--- config.mk ---
export PLATFORM = sky130hd
export DESIGN_NAME = idx_remapper
export DESIGN_NICKNAME = d
export VERILOG_FILES = /design/src/rtl/remap_pkg.sv /design/src/rtl/remap_ctrl.sv /design/src/rtl/remap_dp.sv /design/src/rtl/idx_remapper.sv
export SDC_FILE = /design/constraint.sdc
export NUM_CORES = 1
export LEC_CHECK = 0
export BUFFER_PORTS_ARGS = -buffer_cell sky130_fd_sc_hd__buf_4
export CORE_ASPECT_RATIO = 2
export CORE_MARGIN = 5
export CORE_UTILIZATION = 56
export CTS_BUF_LIST = sky130_fd_sc_hd__clkbuf_4 sky130_fd_sc_hd__clkbuf_8 sky130_fd_sc_hd__clkbuf_16
export DETAILED_ROUTE_END_ITERATION = 16
export GPL_ROUTABILITY_DRIVEN = 1
export PLACE_DENSITY = 0.72
export RECOVER_POWER = 25
export SETUP_SLACK_MARGIN = 0.5
export SLEW_MARGIN = 20
export SYNTH_ARGS = -nofsm -noshare
export SYNTH_HDL_FRONTEND = slang
export SYNTH_SLANG_ARGS = --single-unit
--- constraint.sdc ---
create_clock -name clk -period 32 [get_ports clk]
set_input_delay 6.4 -clock clk [delete_from_list [all_inputs] [get_ports clk]]
set_output_delay 6.4 -clock clk [all_outputs]
set_load 0.02 [all_outputs]
--- src/rtl/remap_pkg.sv ---
package remap_pkg;

  localparam int NUM_DIMS = 3;

  typedef struct packed {
    logic       start;    // clear everything
    logic       advance;  // one element step accepted
    logic [2:0] inc;      // per-dimension increment
    logic [2:0] clr;      // per-dimension wrap to zero
  } remapStrobes_t;

  // Returns {slowest, middle, fastest} dimension numbers, two bits each.
  function automatic logic [5:0] permOrder(input logic [2:0] code);
    logic [5:0] ord;
    case (code)
      3'd0:    ord = {2'd2, 2'd1, 2'd0};
      3'd1:    ord = {2'd1, 2'd2, 2'd0};
      3'd2:    ord = {2'd2, 2'd0, 2'd1};
      3'd3:    ord = {2'd0, 2'd2, 2'd1};
      3'd4:    ord = {2'd1, 2'd0, 2'd2};
      3'd5:    ord = {2'd0, 2'd1, 2'd2};
      default: ord = {2'd2, 2'd1, 2'd0};
    endcase
    return ord;
  endfunction

endpackage

--- src/rtl/remap_ctrl.sv ---
module remap_ctrl
  import remap_pkg::*;
#(
  parameter int PERMW = 3
) (
  input  logic                clk,
  input  logic                rstN,
  input  logic                start,
  input  logic                step,
  input  logic [PERMW-1:0]    permCode,
  input  logic [2:0]          atLast,
  output remapStrobes_t       strb,
  output logic                reserved
);

  localparam int LAST_CODE = 5;

  logic [5:0] order;
  logic [1:0] dFast, dMid, dSlow;

  assign reserved = (int'(permCode) > LAST_CODE);
  assign order    = permOrder(permCode[2:0]);
  assign dFast    = order[1:0];
  assign dMid     = order[3:2];
  assign dSlow    = order[5:4];

  always_comb begin
    strb       = '0;
    strb.start = start;
    if (!start && step && !reserved) begin
      strb.advance   = 1'b1;
      strb.inc[dFast] = 1'b1;
      if (atLast[dFast]) begin
        strb.clr[dFast] = 1'b1;
        strb.inc[dMid]  = 1'b1;
        if (atLast[dMid]) begin
          strb.clr[dMid]  = 1'b1;
          strb.inc[dSlow] = 1'b1;
          if (atLast[dSlow]) strb.clr[dSlow] = 1'b1;
        end
      end
    end
  end

  AST_SINGLE_CARRY: assert property (@(posedge clk) disable iff (!rstN)
    $onehot0(strb.inc & ~strb.clr)) else $error("carry chain raised two counters");

  AST_RESERVED_IDLE: assert property (@(posedge clk) disable iff (!rstN)
    (step && !start && int'(permCode) > LAST_CODE) |-> (strb.inc == 3'b000)) else $error("reserved code advanced");

endmodule

--- src/rtl/remap_dp.sv ---
module remap_dp
  import remap_pkg::*;
#(
  parameter int DIMW  = 7,
  parameter int WORDW = 32,
  parameter int IDXW  = 3 * DIMW + 1
) (
  input  logic                clk,
  input  logic                rstN,
  input  remapStrobes_t       strb,
  input  logic [WORDW-1:0]    shapeWord,
  input  logic                reserved,
  output logic [2:0]          atLast,
  output logic [IDXW-1:0]     idxOut
);

  localparam int FLDW = DIMW + 1;

  logic [NUM_DIMS-1:0][DIMW-1:0] lim;
  logic [NUM_DIMS-1:0][DIMW-1:0] cnt;
  logic [NUM_DIMS-1:0]           offsBits;
  logic [NUM_DIMS-1:0][IDXW-1:0] extent;
  logic [IDXW-1:0]               linCnt;
  logic [IDXW-1:0]               strideY, strideZ, idxRemap;
  logic                          disabled;

  for (genvar k = 0; k < NUM_DIMS; k++) begin : g_field
    assign lim[k]      = shapeWord[k*FLDW +: DIMW];
    assign offsBits[k] = shapeWord[k*FLDW + DIMW];
    assign extent[k]   = IDXW'(lim[k]) + IDXW'(1);
    assign atLast[k]   = (cnt[k] >= lim[k]);
  end

  always_ff @(posedge clk) begin
    if (!rstN || strb.start) begin
      cnt    <= '0;
      linCnt <= '0;
    end else begin
      for (int k = 0; k < NUM_DIMS; k++) begin
        if (strb.clr[k])      cnt[k] <= '0;
        else if (strb.inc[k]) cnt[k] <= cnt[k] + DIMW'(1);
      end
      if (strb.advance) linCnt <= linCnt + IDXW'(1);
    end
  end

  assign disabled = (shapeWord == '0);
  assign strideY  = extent[0];
  assign strideZ  = extent[0] * extent[1];

  always_comb begin
    idxRemap = IDXW'(offsBits) + IDXW'(cnt[0]) + IDXW'(cnt[1]) * strideY
             + IDXW'(cnt[2]) * strideZ;
    if (reserved)      idxOut = '0;
    else if (disabled) idxOut = linCnt;
    else               idxOut = idxRemap;
  end

  AST_START_CLEARS: assert property (@(posedge clk) disable iff (!rstN)
    strb.start |=> (cnt == '0 && linCnt == '0)) else $error("start did not clear");

  AST_HOLD_IDLE: assert property (@(posedge clk) disable iff (!rstN)
    (!strb.start && !strb.advance) |=> ($stable(cnt) && $stable(linCnt))) else $error("state moved without step");

  AST_LIN_STEP: assert property (@(posedge clk) disable iff (!rstN)
    (strb.advance && !strb.start) |=> (linCnt == $past(linCnt) + IDXW'(1))) else $error("linear count skipped");

endmodule

--- src/rtl/idx_remapper.sv ---
module idx_remapper
  import remap_pkg::*;
#(
  parameter int DIMW  = 7,
  parameter int WORDW = 32,
  parameter int PERMW = 3,
  parameter int IDXW  = 3 * DIMW + 1
) (
  input  logic               clk,
  input  logic               rstN,
  input  logic [WORDW-1:0]   shapeWord,
  input  logic               start,
  input  logic               step,
  output logic [IDXW-1:0]    idxOut,
  output logic               reservedErr
);

  localparam int PERM_LSB = NUM_DIMS * (DIMW + 1);

  remapStrobes_t strb;
  logic [2:0]    atLast;
  logic          reserved;

  remap_ctrl #(.PERMW(PERMW)) u_ctrl (
    .clk      (clk),
    .rstN     (rstN),
    .start    (start),
    .step     (step),
    .permCode (shapeWord[PERM_LSB +: PERMW]),
    .atLast   (atLast),
    .strb     (strb),
    .reserved (reserved)
  );

  remap_dp #(.DIMW(DIMW), .WORDW(WORDW), .IDXW(IDXW)) u_dp (
    .clk       (clk),
    .rstN      (rstN),
    .strb      (strb),
    .shapeWord (shapeWord),
    .reserved  (reserved),
    .atLast    (atLast),
    .idxOut    (idxOut)
  );

  assign reservedErr = reserved;

  AST_RESERVED_ZERO: assert property (@(posedge clk) disable iff (!rstN)
    reservedErr |-> (idxOut == '0)) else $error("reserved code gave nonzero index");

endmodule

==> results.cfg, run 1 <==
[sta]
tightestPinTransition_ns = 1.04
hold_viol_final = 0
finClkSkew_ns = 0.00647
fmax_ghz = 0.0427
final_max_slew_viol_count = 0
setup_violations = 0
slew_headroom = 0.309
finalSetupTns_ns = 0
rsz0062_at_grt = false
post-route-min-period_ns = 23.40
min_period_over_period = 0.731
worst_slack_ns = 8.60

[final_layout]
n_antenna_cell = 0
area_growth_pct = 7.39
drive_above_1_share = 0.0625
final_common_cell = inv_1
layout.nets = 1844
layout_common_cells = 286 x inv_1, 174 x fa_1, 163 x ha_1, 142 x nor2_1, 101 x and2_1
utilization = 0.607

[power_and_ir_drop]
power_mw = 0.290
switching_share = 0.483
p_per_area_nw_per_um2 = 22.8
total_leakage_power_nw = 6.57
p_comb_frac = 0.602
ir_drop_v = 0.0000258
internal-power_mw = 0.150
p_seq_frac = 0.186
clockPowerShare = 0.213
p_switching_mw = 0.140

[critical_path]
start_kind = input port
critPathCaptureType = primary output
cp_slowest_stage_delay_ns = 0.62
critPathSlowestCell = xnor2_1
critPathMaxFanout = 8
worstPathRequired_ns = 25.60
r2r_setup_slack_ns = 28.43
crit_type = in -> out
arrival_ns = 17.00

[synth]
synth_area_per_cell_um2 = 8.26
syn_inst = 1432
syn-num-nets = 1805
synth-edff-count = 0
synthTopCellsByArea = fa_1 29%, ha_1 17%, inv_1 9.1%
yosysUniqueCellTypes = 61
synth_top_area_frac = 0.294
ys_seq_area_frac = 0.0728
synthesis.area_um2 = 11800
ys_ff_latch = 43
synthFlopType = dfxtp_1
ys_warn_count = 0
synthArstFlopShare = 0
synth_top_area_cell = fa_1

[place]
pre_cts_ws_ns = 8.70
hpwlAfterDp_mm = 25.5
gp_congestion = 0.932
io_buffer_count = 58

[grt]
grt_pass1_wl_mm = 50.1
grt_max_degree = 36
grtUsageTotal = 0.252
grt_pass1_vias = 10600
grt_antenna_before_repair = 0
overflow = 0

[outcome]
status = complete, no violations

[worst_hold_path]
min_path_type = reg -> reg

[routing]
maxUsedRoutingLayer = met4
vias_per_cell = 5.58
routed_wl_mm = 29.6
drt-met1-wl_mm = 10.7
wl_met2_mm = 16.7
drtPass1Iterations = 6
wl_met3_um = 985
drt_iter0_drc = 517
ant_nets = 0
vias = 9716
drcViolationCount = 0
wl_per_cell_um = 17.0

[cts]
holdBufCountCts = 0
cts_setup_buffers = 0
clkLatencyLatePin_ns = 0.30
clock_path_buffers = 2
cts_tree = done
clk_pin_slew_worst_paths_ns = 0.07
cts.sinks = 43
cts_root_buffer = clkbuf_16
cts_resized = 0
htree_levels = 2
cts-buffers-inserted = 5

[floorplanning]
io_pins = 59
rows = 75
die_y_um = 216
die_w_um = 113
die_area_um2 = 24300
start_util = 0.565
core-area_um2 = 20900

[run]
cap_violations = 0
logic make-up after synthesis:
kind of cell / count (synthesis) / synth area share
flops: 43 / 0.0728
fa+ha+maj: 337 / 0.467
simple gates: 501 / 0.215
compound gates: 140 / 0.0745
xor+xnor: 81 / 0.0611
buf+inv: 323 / 0.103
mux: 7 / 0.00635
area by class of cell:
class	count	area, µm²
Timing Repair Buffer	68	499
Inverter	287	1080
Fill cell	1876	8220
Multi-Input combinational cell	1066	9760
Sequential cell	43	861
Clock inverter	3	43.8
Tap cell	269	337
Clock buffer	5	125
registers in the layout, summed over array words and instances, names as in the netlist:
register	cells
u_dp.cnt	21
u_dp.linCnt	22
cells in the mapped netlist (all sizes together), types with 4 or more instances:
| master | instances |
|---|---|
| nor2 | 143 |
| o22ai | 7 |
| nor4 | 10 |
| o211ai | 4 |
| o31ai | 4 |
| a21oi | 53 |
| nand2 | 86 |
| inv | 286 |
| nor2b | 25 |
| or2 | 4 |
| and3 | 12 |
| nand3 | 39 |
| xnor2 | 46 |
| ha | 163 |
| a21o | 11 |
| nand2b | 19 |
| and4 | 8 |
| dfxtp | 43 |
| mux2i | 6 |
| nor3 | 18 |
| xor2 | 34 |
| a211oi | 8 |
| or3 | 10 |
| a31oi | 8 |
| fa | 174 |
| clkbuf | 35 |
| o21ai | 22 |
| nand4 | 13 |
| and2 | 107 |
critical path, delay by kind of cell:
family                   cells  cell delay, ns
AO/OA/AOI/OAI                5            0.95
XOR/XNOR                     3            1.22
adder cells (fa/ha/maj)     12            5.71
buffers and inverters       12            0.83
AND/OR/NAND/NOR             10            1.58
multiplexers                 1            0.31
power groups by stage:
stage,Clock (mW),Sequential (mW),Combinational (mW)
6_report,0.0616,0.0539,0.174
5_1_grt,0.0639,0.0539,0.194
4_1_cts,0.0622,0.0539,0.175
3_5_place_dp,0,0.0551,0.173
3_3_place_gp,0,0.0551,0.170
2_1_floorplan,0,0.0550,0.117
final timing paths:
| path | from | to | cells after the start |
|---|---|---|---|
| worst max register to register | u_dp.cnt[14]$_SDFFE_PP0P_ | u_dp.cnt[15]$_SDFFE_PP0P_ | 11 |
| worst min-delay path | u_dp.linCnt[21]$_SDFFE_PP0P_ | u_dp.linCnt[21]$_SDFFE_PP0P_ | 2 |
| worst max-delay path | shapeWord[10] | idxOut[21] | 43 |
| worst min register to register | u_dp.linCnt[21]$_SDFFE_PP0P_ | u_dp.linCnt[21]$_SDFFE_PP0P_ | 2 |
metal layers:
metal,track usage,vias to the layer above
met4,0.0931,0
li1,-,4594
met1,0.274,4781
met2,0.492,255
met5,0,-
met3,0.0255,86
metrics by stage:
| stage | area [µm²] | instances | hold WS (ns) |
|---|---|---|---|
| floorplan | 11800 | 1432 | 0.455 |
| global placement | 12500 | 1733 | 0.467 |
| detailed placement | 12500 | 1733 | 0.474 |
| CTS | 12700 | 1741 | 0.483 |
| global route | 12700 | 1741 | 0.536 |
| finish | 12700 | 1741 | 0.487 |
Power figures use the tool's default switching activity.
==> inputs of run 2 (changes only) <==
- clock period: 32 -> 23.8 ns (I/O delays scaled with it)
==> results.cfg, run 2 (synthesis gave the netlist of run 1 again) <==
[power_and_ir_drop]
total_leakage_power_nw = 6.57
internal-power_mw = 0.201
switching_share = 0.483
p_seq_frac = 0.186
ir_drop_v = 0.0000383
p_switching_mw = 0.188
p_per_area_nw_per_um2 = 30.7
power_mw = 0.390
clockPowerShare = 0.211
p_comb_frac = 0.603

[sta]
min_period_over_period = 0.840
hold_viol_final = 0
finalSetupTns_ns = 0
final_max_slew_viol_count = 0
fmax_ghz = 0.0500
finClkSkew_ns = 0.00642
post-route-min-period_ns = 20.00
tightestPinTransition_ns = 0.988
rsz0062_at_grt = false
slew_headroom = 0.341
setup_violations = 0

[floorplanning]
die_w_um = 113
rows = 75
die_y_um = 216
io_pins = 59
start_util = 0.565
die_area_um2 = 24300
core-area_um2 = 20900

[grt]
grt_pass1_wl_mm = 49.8
grt_pass1_vias = 10500
grt_antenna_before_repair = 0
grt_max_degree = 36
grtUsageTotal = 0.251
overflow = 0

[final_layout]
regMostFlops = u_dp.linCnt
utilization = 0.607
layout.nets = 1844
area_growth_pct = 7.39
n_antenna_cell = 0
top_regs = u_dp.linCnt: 22 flops, u_dp.cnt: 21 flops
final_common_cell = inv_1
n_fill_cell = 1904
stdcell_count = 1741
layout_common_cells = 286 x inv_1, 174 x fa_1, 163 x ha_1, 142 x nor2_1, 101 x and2_1
drive_above_1_share = 0.0625
largest_register_ff_count = 22

[critical_path]
arrival_ns = 15.24
worstPathRequired_ns = 19.04
crit_type = in -> out
crit_top_cell = fa_1
start_kind = input port
critPathMaxFanout = 8
critPathSlowestCell = xnor2_1
critPathCaptureType = primary output
cp_slowest_stage_delay_ns = 0.62
r2r_setup_slack_ns = 20.16

[place]
hpwlAfterDp_mm = 25.0
io_buffer_count = 58
gp_congestion = 0.930
dp.cells = 1733

[routing]
wl_per_cell_um = 17.0
vias = 9715
drtPass1Iterations = 5
routed_wl_mm = 29.5
ant_nets = 0
vias_per_cell = 5.58
drt_iter0_drc = 490
drcViolationCount = 0

[cts]
cts_tree = done
cts_setup_buffers = 0
htree_levels = 2
cts.sinks = 43
clock_path_buffers = 2
cts-buffers-inserted = 5
clkLatencyLatePin_ns = 0.30
holdBufCountCts = 0
cts_resized = 0
clk_pin_slew_worst_paths_ns = 0.07
cts_root_buffer = clkbuf_16

[run]
cap_violations = 0

[outcome]
status = complete, no violations

[worst_hold_path]
min_path_type = reg -> reg
-- run 2: layer usage --
layer,routed length (µm),vias to the layer above,track usage,part of all wire
li1,-,4586,-,-
met1,10900,4785,0.279,0.37
met2,16400,248,0.479,0.55
met3,946,96,0.0238,0.032
met4,1360,0,0.100,0.046
met5,0,-,0,0
-- run 2: final cells by class --
class / instances / area (µm²) / area share
Multi-Input combinational cell: 1066 / 9760 / 0.768
Inverter: 287 / 1080 / 0.0848
Sequential cell: 43 / 861 / 0.0678
Timing Repair Buffer: 68 / 499 / 0.0393
Tap cell: 269 / 337 / 0.0265
Clock buffer: 5 / 125 / 0.00985
Clock inverter: 3 / 43.8 / 0.00345
-- run 2: per-stage QoR --
| step | hold WS, ns | worst slack [ns] | cell area, µm² |
|---|---|---|---|
| floorplan | 0.455 | 4.64 | 11800 |
| global placement | 0.467 | 3.94 | 12500 |
| detailed placement | 0.477 | 3.85 | 12500 |
| CTS | 0.486 | 3.81 | 12700 |
| global route | 0.516 | 3.09 | 12700 |
| finish | 0.485 | 3.80 | 12700 |
-- run 2: worst max-delay path: cells and delay by family --
family                   cells  cell delay [ns]
adder cells (fa/ha/maj)     12             5.48
AND/OR/NAND/NOR              7             1.54
XOR/XNOR                     3             1.41
AO/OA/AOI/OAI                7             1.01
buffers and inverters       10             0.72
multiplexers                 1             0.31
-- run 2: path summary, 6_finish.rpt --
check,endpoint,start,cells after the start
worst min register to register,u_dp.linCnt[21]$_SDFFE_PP0P_,u_dp.linCnt[21]$_SDFFE_PP0P_,2
worst max-delay path,idxOut[21],shapeWord[10],40
worst min-delay path,u_dp.linCnt[21]$_SDFFE_PP0P_,u_dp.linCnt[21]$_SDFFE_PP0P_,2
worst max register to register,u_dp.cnt[18]$_SDFFE_PP0P_,u_dp.cnt[14]$_SDFFE_PP0P_,11
-- run 2: power by group through the flow --
stage	logic [mW]	clock network [mW]	registers, mW
2_1_floorplan	0.157	0	0.0739
3_3_place_gp	0.228	0	0.0741
3_5_place_dp	0.232	0	0.0741
4_1_cts	0.234	0.0834	0.0724
5_1_grt	0.260	0.0879	0.0724
6_report	0.235	0.0823	0.0724
